==> src/rtl/accu_pkg.sv <==
`timescale 1ns/1ps
package accu_pkg;
    localparam int OPC_W = 4;

    localparam logic [OPC_W-1:0] OP_LOAD  = 4'd0;
    localparam logic [OPC_W-1:0] OP_STORE = 4'd1;
    localparam logic [OPC_W-1:0] OP_ADD   = 4'd2;
    localparam logic [OPC_W-1:0] OP_SUB   = 4'd3;
    localparam logic [OPC_W-1:0] OP_JUMP  = 4'd4;
    localparam logic [OPC_W-1:0] OP_JPOS  = 4'd5;
    localparam logic [OPC_W-1:0] OP_JNZ   = 4'd6;
    localparam logic [OPC_W-1:0] OP_STOP  = 4'd7;

    typedef enum logic [1:0] {
        PH_FETCH  = 2'd0,
        PH_DECODE = 2'd1,
        PH_EXEC   = 2'd2,
        PH_HALT   = 2'd3
    } phase_e;
endpackage

==> src/rtl/accu_alu.sv <==
`timescale 1ns/1ps
module accu_alu
    import accu_pkg::*;
#(
    parameter int DATA_W = 16
) (
    input  logic [OPC_W-1:0]  op_i,
    input  logic [DATA_W-1:0] acc_i,
    input  logic [DATA_W-1:0] operand_i,
    output logic [DATA_W-1:0] result_o,
    output logic              acc_wr_o
);
    always_comb begin
        result_o = acc_i;
        acc_wr_o = 1'b0;
        case (op_i)
            OP_LOAD: begin
                result_o = operand_i;
                acc_wr_o = 1'b1;
            end
            OP_ADD: begin
                result_o = acc_i + operand_i;
                acc_wr_o = 1'b1;
            end
            OP_SUB: begin
                result_o = acc_i - operand_i;
                acc_wr_o = 1'b1;
            end
            default: begin
                result_o = acc_i;
                acc_wr_o = 1'b0;
            end
        endcase
    end
endmodule

==> src/rtl/accu_flow.sv <==
`timescale 1ns/1ps
module accu_flow
    import accu_pkg::*;
#(
    parameter int DATA_W = 16
) (
    input  logic [OPC_W-1:0]  op_i,
    input  logic [DATA_W-1:0] acc_i,
    output logic              take_o,
    output logic              store_o,
    output logic              stop_o
);
    logic acc_neg;
    logic acc_nz;

    assign acc_neg = acc_i[DATA_W-1];
    assign acc_nz  = |acc_i;

    always_comb begin
        take_o  = 1'b0;
        store_o = 1'b0;
        stop_o  = 1'b0;
        case (op_i)
            OP_STORE: store_o = 1'b1;
            OP_JUMP:  take_o  = 1'b1;
            OP_JPOS:  take_o  = !acc_neg;
            OP_JNZ:   take_o  = acc_nz;
            OP_STOP:  stop_o  = 1'b1;
            default:  take_o  = 1'b0;
        endcase
    end
endmodule

==> src/rtl/accu_core.sv <==
`timescale 1ns/1ps
module accu_core
    import accu_pkg::*;
#(
    parameter int DATA_W = 16,
    parameter int ADDR_W = 12
) (
    input  logic              clk,
    input  logic              rst,
    output logic [ADDR_W-1:0] mem_addr_o,
    input  logic [DATA_W-1:0] mem_rdata_i,
    output logic [DATA_W-1:0] mem_wdata_o,
    output logic              mem_we_o,
    output logic              halted_o
);
    typedef struct packed {
        phase_e            ph;
        logic [ADDR_W-1:0] pc;
        logic [DATA_W-1:0] acc;
        logic [DATA_W-1:0] ir;
        logic              halted;
    } core_st_t;

    core_st_t st_d, st_q;

    logic [OPC_W-1:0]  op_w;
    logic [ADDR_W-1:0] tgt_w;
    logic [DATA_W-1:0] acc_w;
    logic [DATA_W-1:0] ir_w;
    logic [ADDR_W-1:0] pc_w;
    logic [1:0]        ph_w;
    logic [DATA_W-1:0] alu_res;
    logic              alu_wr;
    logic              do_take;
    logic              do_store;
    logic              do_stop;

    assign acc_w = st_q.acc;
    assign ir_w  = st_q.ir;
    assign pc_w  = st_q.pc;
    assign ph_w  = st_q.ph;
    assign op_w  = st_q.ir[DATA_W-1 -: OPC_W];
    assign tgt_w = st_q.ir[ADDR_W-1:0];

    accu_alu #(.DATA_W(DATA_W)) u_alu (
        .op_i      (op_w),
        .acc_i     (acc_w),
        .operand_i (mem_rdata_i),
        .result_o  (alu_res),
        .acc_wr_o  (alu_wr)
    );

    accu_flow #(.DATA_W(DATA_W)) u_flow (
        .op_i    (op_w),
        .acc_i   (acc_w),
        .take_o  (do_take),
        .store_o (do_store),
        .stop_o  (do_stop)
    );

    always_comb begin
        st_d        = st_q;
        mem_addr_o  = st_q.pc;
        mem_wdata_o = st_q.acc;
        mem_we_o    = 1'b0;
        case (st_q.ph)
            PH_FETCH: begin
                mem_addr_o = st_q.pc;
                st_d.ph    = PH_DECODE;
            end
            PH_DECODE: begin
                st_d.ir    = mem_rdata_i;
                st_d.pc    = st_q.pc + 1'b1;
                mem_addr_o = mem_rdata_i[ADDR_W-1:0];
                st_d.ph    = PH_EXEC;
            end
            PH_EXEC: begin
                mem_addr_o = tgt_w;
                if (alu_wr) begin
                    st_d.acc = alu_res;
                end
                if (do_store) begin
                    mem_we_o = 1'b1;
                end
                if (do_take) begin
                    st_d.pc = tgt_w;
                end
                if (do_stop) begin
                    st_d.halted = 1'b1;
                    st_d.ph     = PH_HALT;
                end else begin
                    st_d.ph = PH_FETCH;
                end
            end
            default: begin
                st_d.ph = PH_HALT;
            end
        endcase
    end

    always_ff @(posedge clk) begin
        if (rst) begin
            st_q <= '0;
        end else begin
            st_q <= st_d;
        end
    end

    assign halted_o = st_q.halted;
endmodule

==> config.mk <==
export PLATFORM = sky130hd
export DESIGN_NAME = accu_core
export DESIGN_NICKNAME = d
export VERILOG_FILES = /design/src/rtl/accu_pkg.sv /design/src/rtl/accu_alu.sv /design/src/rtl/accu_flow.sv /design/src/rtl/accu_core.sv
export SDC_FILE = /design/constraint.sdc
export NUM_CORES = 1
export LEC_CHECK = 0
export BUFFER_PORTS_ARGS = -buffer_cell sky130_fd_sc_hd__buf_2
export CAP_MARGIN = 30
export CELL_PAD_IN_SITES_DETAIL_PLACEMENT = 1
export CELL_PAD_IN_SITES_GLOBAL_PLACEMENT = 1
export CORE_ASPECT_RATIO = 0.8
export CORE_UTILIZATION = 39
export DETAILED_ROUTE_END_ITERATION = 8
export GPL_ROUTABILITY_DRIVEN = 0
export MAX_ROUTING_LAYER = met4
export PLACE_DENSITY_LB_ADDON = 0.2
export SYNTH_ARGS = -nofsm -noshare
export SYNTH_HDL_FRONTEND = slang
export SYNTH_SLANG_ARGS = --single-unit
==> constraint.sdc <==
create_clock -name clk -period 3.05 [get_ports clk]
set_input_delay 0.4575 -clock clk [delete_from_list [all_inputs] [get_ports clk]]
set_output_delay 0.4575 -clock clk [all_outputs]
set_load 0.005 [all_outputs]
# Word level (Yosys, flattened, before mapping)
# Index checks and enable logic that the tools add are counted.
# word_totals
reg_bits	47
inputBits	18
out_inout_bits	30
# op_classes
addsub	3
n_eq_ne	10
mux	12
n_reduce_logical	10
# ops
cell	count
$pmux W12 S2	2
$pmux W16 S3	1
$add A16 B16 Y16	1
$eq A4 B3 Y1 const B	4
$reduce_or A16 Y1	1
$sub A16 B16 Y16	1
$add A12 B1 Y12 const B	1
$mux W12	1
$eq A4 B2 Y1 const B	2
$pmux W2 S3	1
$mux W1	5
$eq A4 B1 Y1 const B	1
$logic_not A4 Y1	1
$reduce_and A2 Y1	2
$pmux W1 S3	1
$reduce_and A3 Y1	1
$reduce_bool A3 Y1	1
$reduce_or A3 Y1	1
$eq A2 B1 Y1 const B	1
$eq A2 B2 Y1 const B	1
$logic_not A2 Y1	1
$mux W2	1
$ne A2 B2 Y1 const B	1
$reduce_bool A2 Y1	1
$logic_not A1 Y1	1

# Longest topological paths before layout
# logic_depth
ltp_word	4
depth_mapped	14
ltp_nobuf	14

# Cells and area by module
# From an unflattened synthesis, not the netlist that was laid out.
# hier_totals
cells_unflattened	457
hier_area_um2	3570.9
# modules_own_cells
module	n_inst	cells_each	area_each_um2	seq_area_each_um2
accu_core	1	270	2237.1	940.9
accu_alu	1	175	1249.9	0.0
accu_flow	1	12	83.8	0.0

# Least setup slack after synthesis
# No wires, ideal clock.
# synth_path
kind	in2reg
from	input mem_rdata_i[2]
to	register st_q, in the netlist mem_wdata_o[13]
t_arrival_ps	2858
required_ps	2934
setup_slack_ps	77
path_stages	12
path_cell_list	clkbuf_1 > nor4_2 > nand2_1 > o31ai_1 > xor2_1 > ha_1 > clkbuf_1 > a21oi_1 > o21ai_0 > o21bai_1 > or4_1 > and3_1
# synth_between
elab_chain_len	2
word_cells_on_any_way	3
cone_classes	add/sub (2); mux (1)
# synth_rtl
element	line_no	text
from (decl)	accu_core.sv:11	input logic [DATA_W-1:0] mem_rdata_i,
$sub A16 B16 Y16 / $add A16 B16 Y16 (equally long branches)	accu_alu.sv:26, accu_alu.sv:22	
$pmux W16 S3 (*)	accu_alu.sv:16	case (op_i)
to (signal assigned)	accu_core.sv:105	st_q <= st_d;
to (decl)	accu_core.sv:24	core_st_t st_d, st_q;
# Mark *: on every way between the ends. The rest lies on a longest branch, timed or not.
# A chain may end at the register's enable or synchronous reset.

# Worst setup path after layout
# layout_path
from	register st_q, in the netlist ir_w[15]
to	register st_q, in the netlist mem_wdata_o[10]
# layout_between
elab_chain_len	4
word_cells_on_any_way	8
cone_classes	eq/ne (2); mux (2); reduce/logical (4)
# layout_rtl
element	line_no
$eq A4 B2 Y1 / $logic_not A4 Y1 (equally long branches)	accu_alu.sv:16
$reduce_or A3 Y1 (no source line)	--
$mux W1	accu_alu.sv:16
$reduce_and A3 Y1 (no source line)	--
# Parallel ways exist; a longest one is shown, timed or not.

==> results.yml <==
outcome:
  status: "completed"
cells_and_area:
  fin_cells: 631
  diodes: 0
  synthToLayoutAreaGrowth_pct: 17.93
  final_cell_area_sq_um: 4189
  finalNetCount: 558
  drive_above_1_share: 0.2004
hold_path:
  hold_end: "ir_w[3]$_SDFFE_PP0P_"
  hold_path_depth: 2
  worstHoldStart: "ir_w[3]$_SDFFE_PP0P_"
  hold_class: "register to register"
clock_network:
  hold_buffers: 0
  insertion_delay_ns: 0.30
  path_clk_slew_ns: 0.07
  cts-htree-levels: 2
  cts.sinks: 47
  cts-root-buf: "clkbuf_16"
  ctsLongestPathBuffers: 2
  cts_buffers: 5
  cts_tree: "built"
synth:
  synth.top_cell.area_share: 0.2649
  ys_warn_count: 0
  syn_avg_cell_area_sq_um: 7.542
  synth-seq-cells: 47
  syn_area_sq_um: 3552
  synthesis.instances: 471
  syn_nets: 511
  ys.flop_type: "dfxtp_1"
  yosys-top-cells-area: "dfxtp_1 26%, ha_1 7.4%, a21oi_1 7.3%"
  yosysMostFrequentCell: "nor2_1"
  synth_cell_type_count: 64
  synth.largest_area_cell: "dfxtp_1"
  synth_edf_count: 0
  ys_top_cells_by_count: "64 x nor2_1, 57 x nand2_1, 52 x a21oi_1, 47 x dfxtp_1, 21 x ha_1"
  synth_async_sr_flop_share: 0
  synth_seq_area_share: 0.2649
power:
  p_seq_frac: 0.338
  p_switching_uw: 686.6
  leakagePower_nw: 1.726
  power.total_mw: 2.067
  p_int_mw: 1.380
  pwr-share-clk: 0.355
  combPwrFrac: 0.306
  ir_drop_mv: 0.2128
  pwr_density_cell_nw_per_um2: 493.4
  switching_share: 0.3322
critical_path:
  cp_max_fo: 8
  endpoint_kind: "register"
  r2r_start: "ir_w[15]$_SDFFE_PP0P_"
  worstRegToRegCells: 12
  timing.rr.end: "mem_wdata_o[10]$_SDFFE_PP0P_"
  cp.required_ns: 3.27
  regToRegSetupSlack_ns: 0.12
  startpoint_type: "register"
  arrival_ns: 3.15
  critPathKind: "register to register"
sta:
  setup_slack_ns: 0.1170
  whs_ns: 0.4706
  worst_pin_slew_ns: 0.9622
  drv_slew: 0
  clock_skew_ns: 0.007604
  period_share: 0.9616
  fmax_ghz: 0.3409
  final.min_clock_period_ns: 2.933
  maxSlewHeadroom: 0.3585
  hold_viol: 0
  setup_viol: 0
floorplanning:
  coreArea_sq_um: 8671
  rows: 30
  initial_core_util: 0.4097
  die-area_sq_um: 9496
  io_pins: 48
  die_width_um: 108.7
  die_h_um: 87.36
route:
  ant_nets: 0
  first_pass_iters: 4
  drt_iter0_markers: 171
  vias: 3672
  vias_per_cell: 5.819
  avgRoutedWirePerCell_um: 18.06
  drc: 0
  routed_wl_um: 11390
placement:
  hpwl_um: 8441
  placed_cells: 622
  portBuffers: 47
  place_ws_ns: -0.1662
  dpl_cell_area_sq_um: 3933
global_routing:
  first_global_vias: 3643
  grt_pass1_wl_um: 18490
  antenna_found_initial: 0
  grt_max_degree: 49
  grt_overflow_total: 0
  grt_usage: 0.2565
flow_run:
  maxCapViolations: 0
## flip-flops by register name, summed over array words and instances, names as in the netlist
| name | count |
|---|---|
| ir_w | 16 |
| mem_wdata_o | 16 |
| halted_o | 1 |
| ph_w | 2 |
| pc_w | 12 |
## worst max-delay path, stage by stage (launching register included)
cell and delay (ns):
dfxtp_2 0.35, nor3b_2 0.18, buf_4 0.18, and2_1 0.22
a21oi_1 0.08, xnor2_1 0.21, ha_2 0.37, a21o_1 0.22
a31o_2 0.26, a211oi_4 0.24, mux2i_1 0.27, nand4_1 0.12
a31oi_1 0.17
## layout make-up
class / count / area [sq um]
Clock inverter: 2 / 60.06
Fill cell: 1114 / 4482
Timing Repair Buffer: 70 / 407.9
Multi-Input combinational cell: 383 / 2469
Sequential cell: 47 / 942.2
Tap cell: 112 / 140.1
Inverter: 11 / 41.29
Clock buffer: 6 / 128.9
## repair_timing
action / 4_1_cts / 5_1_grt
buffers inserted: 0 / 1
endpoints found under the setup margin: 1 / 6
resized for setup: 1 / 14
pin swaps: 0 / 3
## per-layer routing
layer,global-route usage,wire length (um)
met1,0.3368,5590
met2,0.4298,5367
met3,0.03740,393
met4,0.02826,41
met5,-,0
## kinds of logic (layout without fill, tap and decap cells)
family	count (synthesis)	after routing	synth area share
XOR/XNOR	23	23	0.05671
buffers and inverters	41	89	0.05671
AND/OR/NAND/NOR	184	184	0.2455
flip-flops	47	47	0.2649
AO/OA/AOI/OAI	136	136	0.2455
multiplexers	18	18	0.05107
adder cells (fa/ha/maj)	22	22	0.07961
## power groups by stage
stage          clock [mW]  combinational, mW  sequential (mW)
2_1_floorplan           0              0.407            0.703
3_3_place_gp            0              0.599            0.711
3_5_place_dp            0              0.616            0.713
4_1_cts             0.743              0.621            0.699
5_1_grt             0.763              0.697            0.706
6_report            0.735              0.633            0.699
## placed cells by master, fill, tap and decap left out, types with 7 or more instances in the layout
cell,count
a21oi_1,47
a22oi_1,7
a31oi_1,11
and3_1,9
buf_2,47
buf_4,23
dfxtp_1,46
ha_1,19
inv_1,11
mux2i_1,17
nand2_1,57
nand3_1,9
nor2_1,63
nor3_1,11
o21ai_1,14
xnor2_1,13
xor2_1,10
## through the flow
step             util   TNS [ns]
2_1_floorplan       -          0
3_3_place_gp   0.4535   -0.08073
3_5_place_dp   0.4535    -0.3550
4_1_cts        0.4759          0
5_1_grt        0.4831  -0.001542
6_report       0.4831          0
## how the worst max path moves through the flow
| stage | slack (ns) | cells after the start | to | start |
|---|---|---|---|---|
| after floorplan | 0.08 | 12 | mem_wdata_o[13]$_SDFFE_PP0P_ | mem_rdata_i[2] |
| after global placement | -0.08 | 14 | mem_wdata_o[15]$_SDFFE_PP0P_ | mem_rdata_i[3] |
| after detailed placement | -0.17 | 13 | mem_wdata_o[15]$_SDFFE_PP0P_ | mem_rdata_i[3] |
| after CTS | 0.03 | 12 | mem_wdata_o[12]$_SDFFE_PP0P_ | ir_w[15]$_SDFFE_PP0P_ |
| after global routing | -0.002 | 13 | mem_wdata_o[15]$_SDFFE_PP0P_ | ir_w[13]$_SDFFE_PP0P_ |
| final | 0.12 | 12 | mem_wdata_o[10]$_SDFFE_PP0P_ | ir_w[15]$_SDFFE_PP0P_ |
Power figures use the tool's default switching activity.
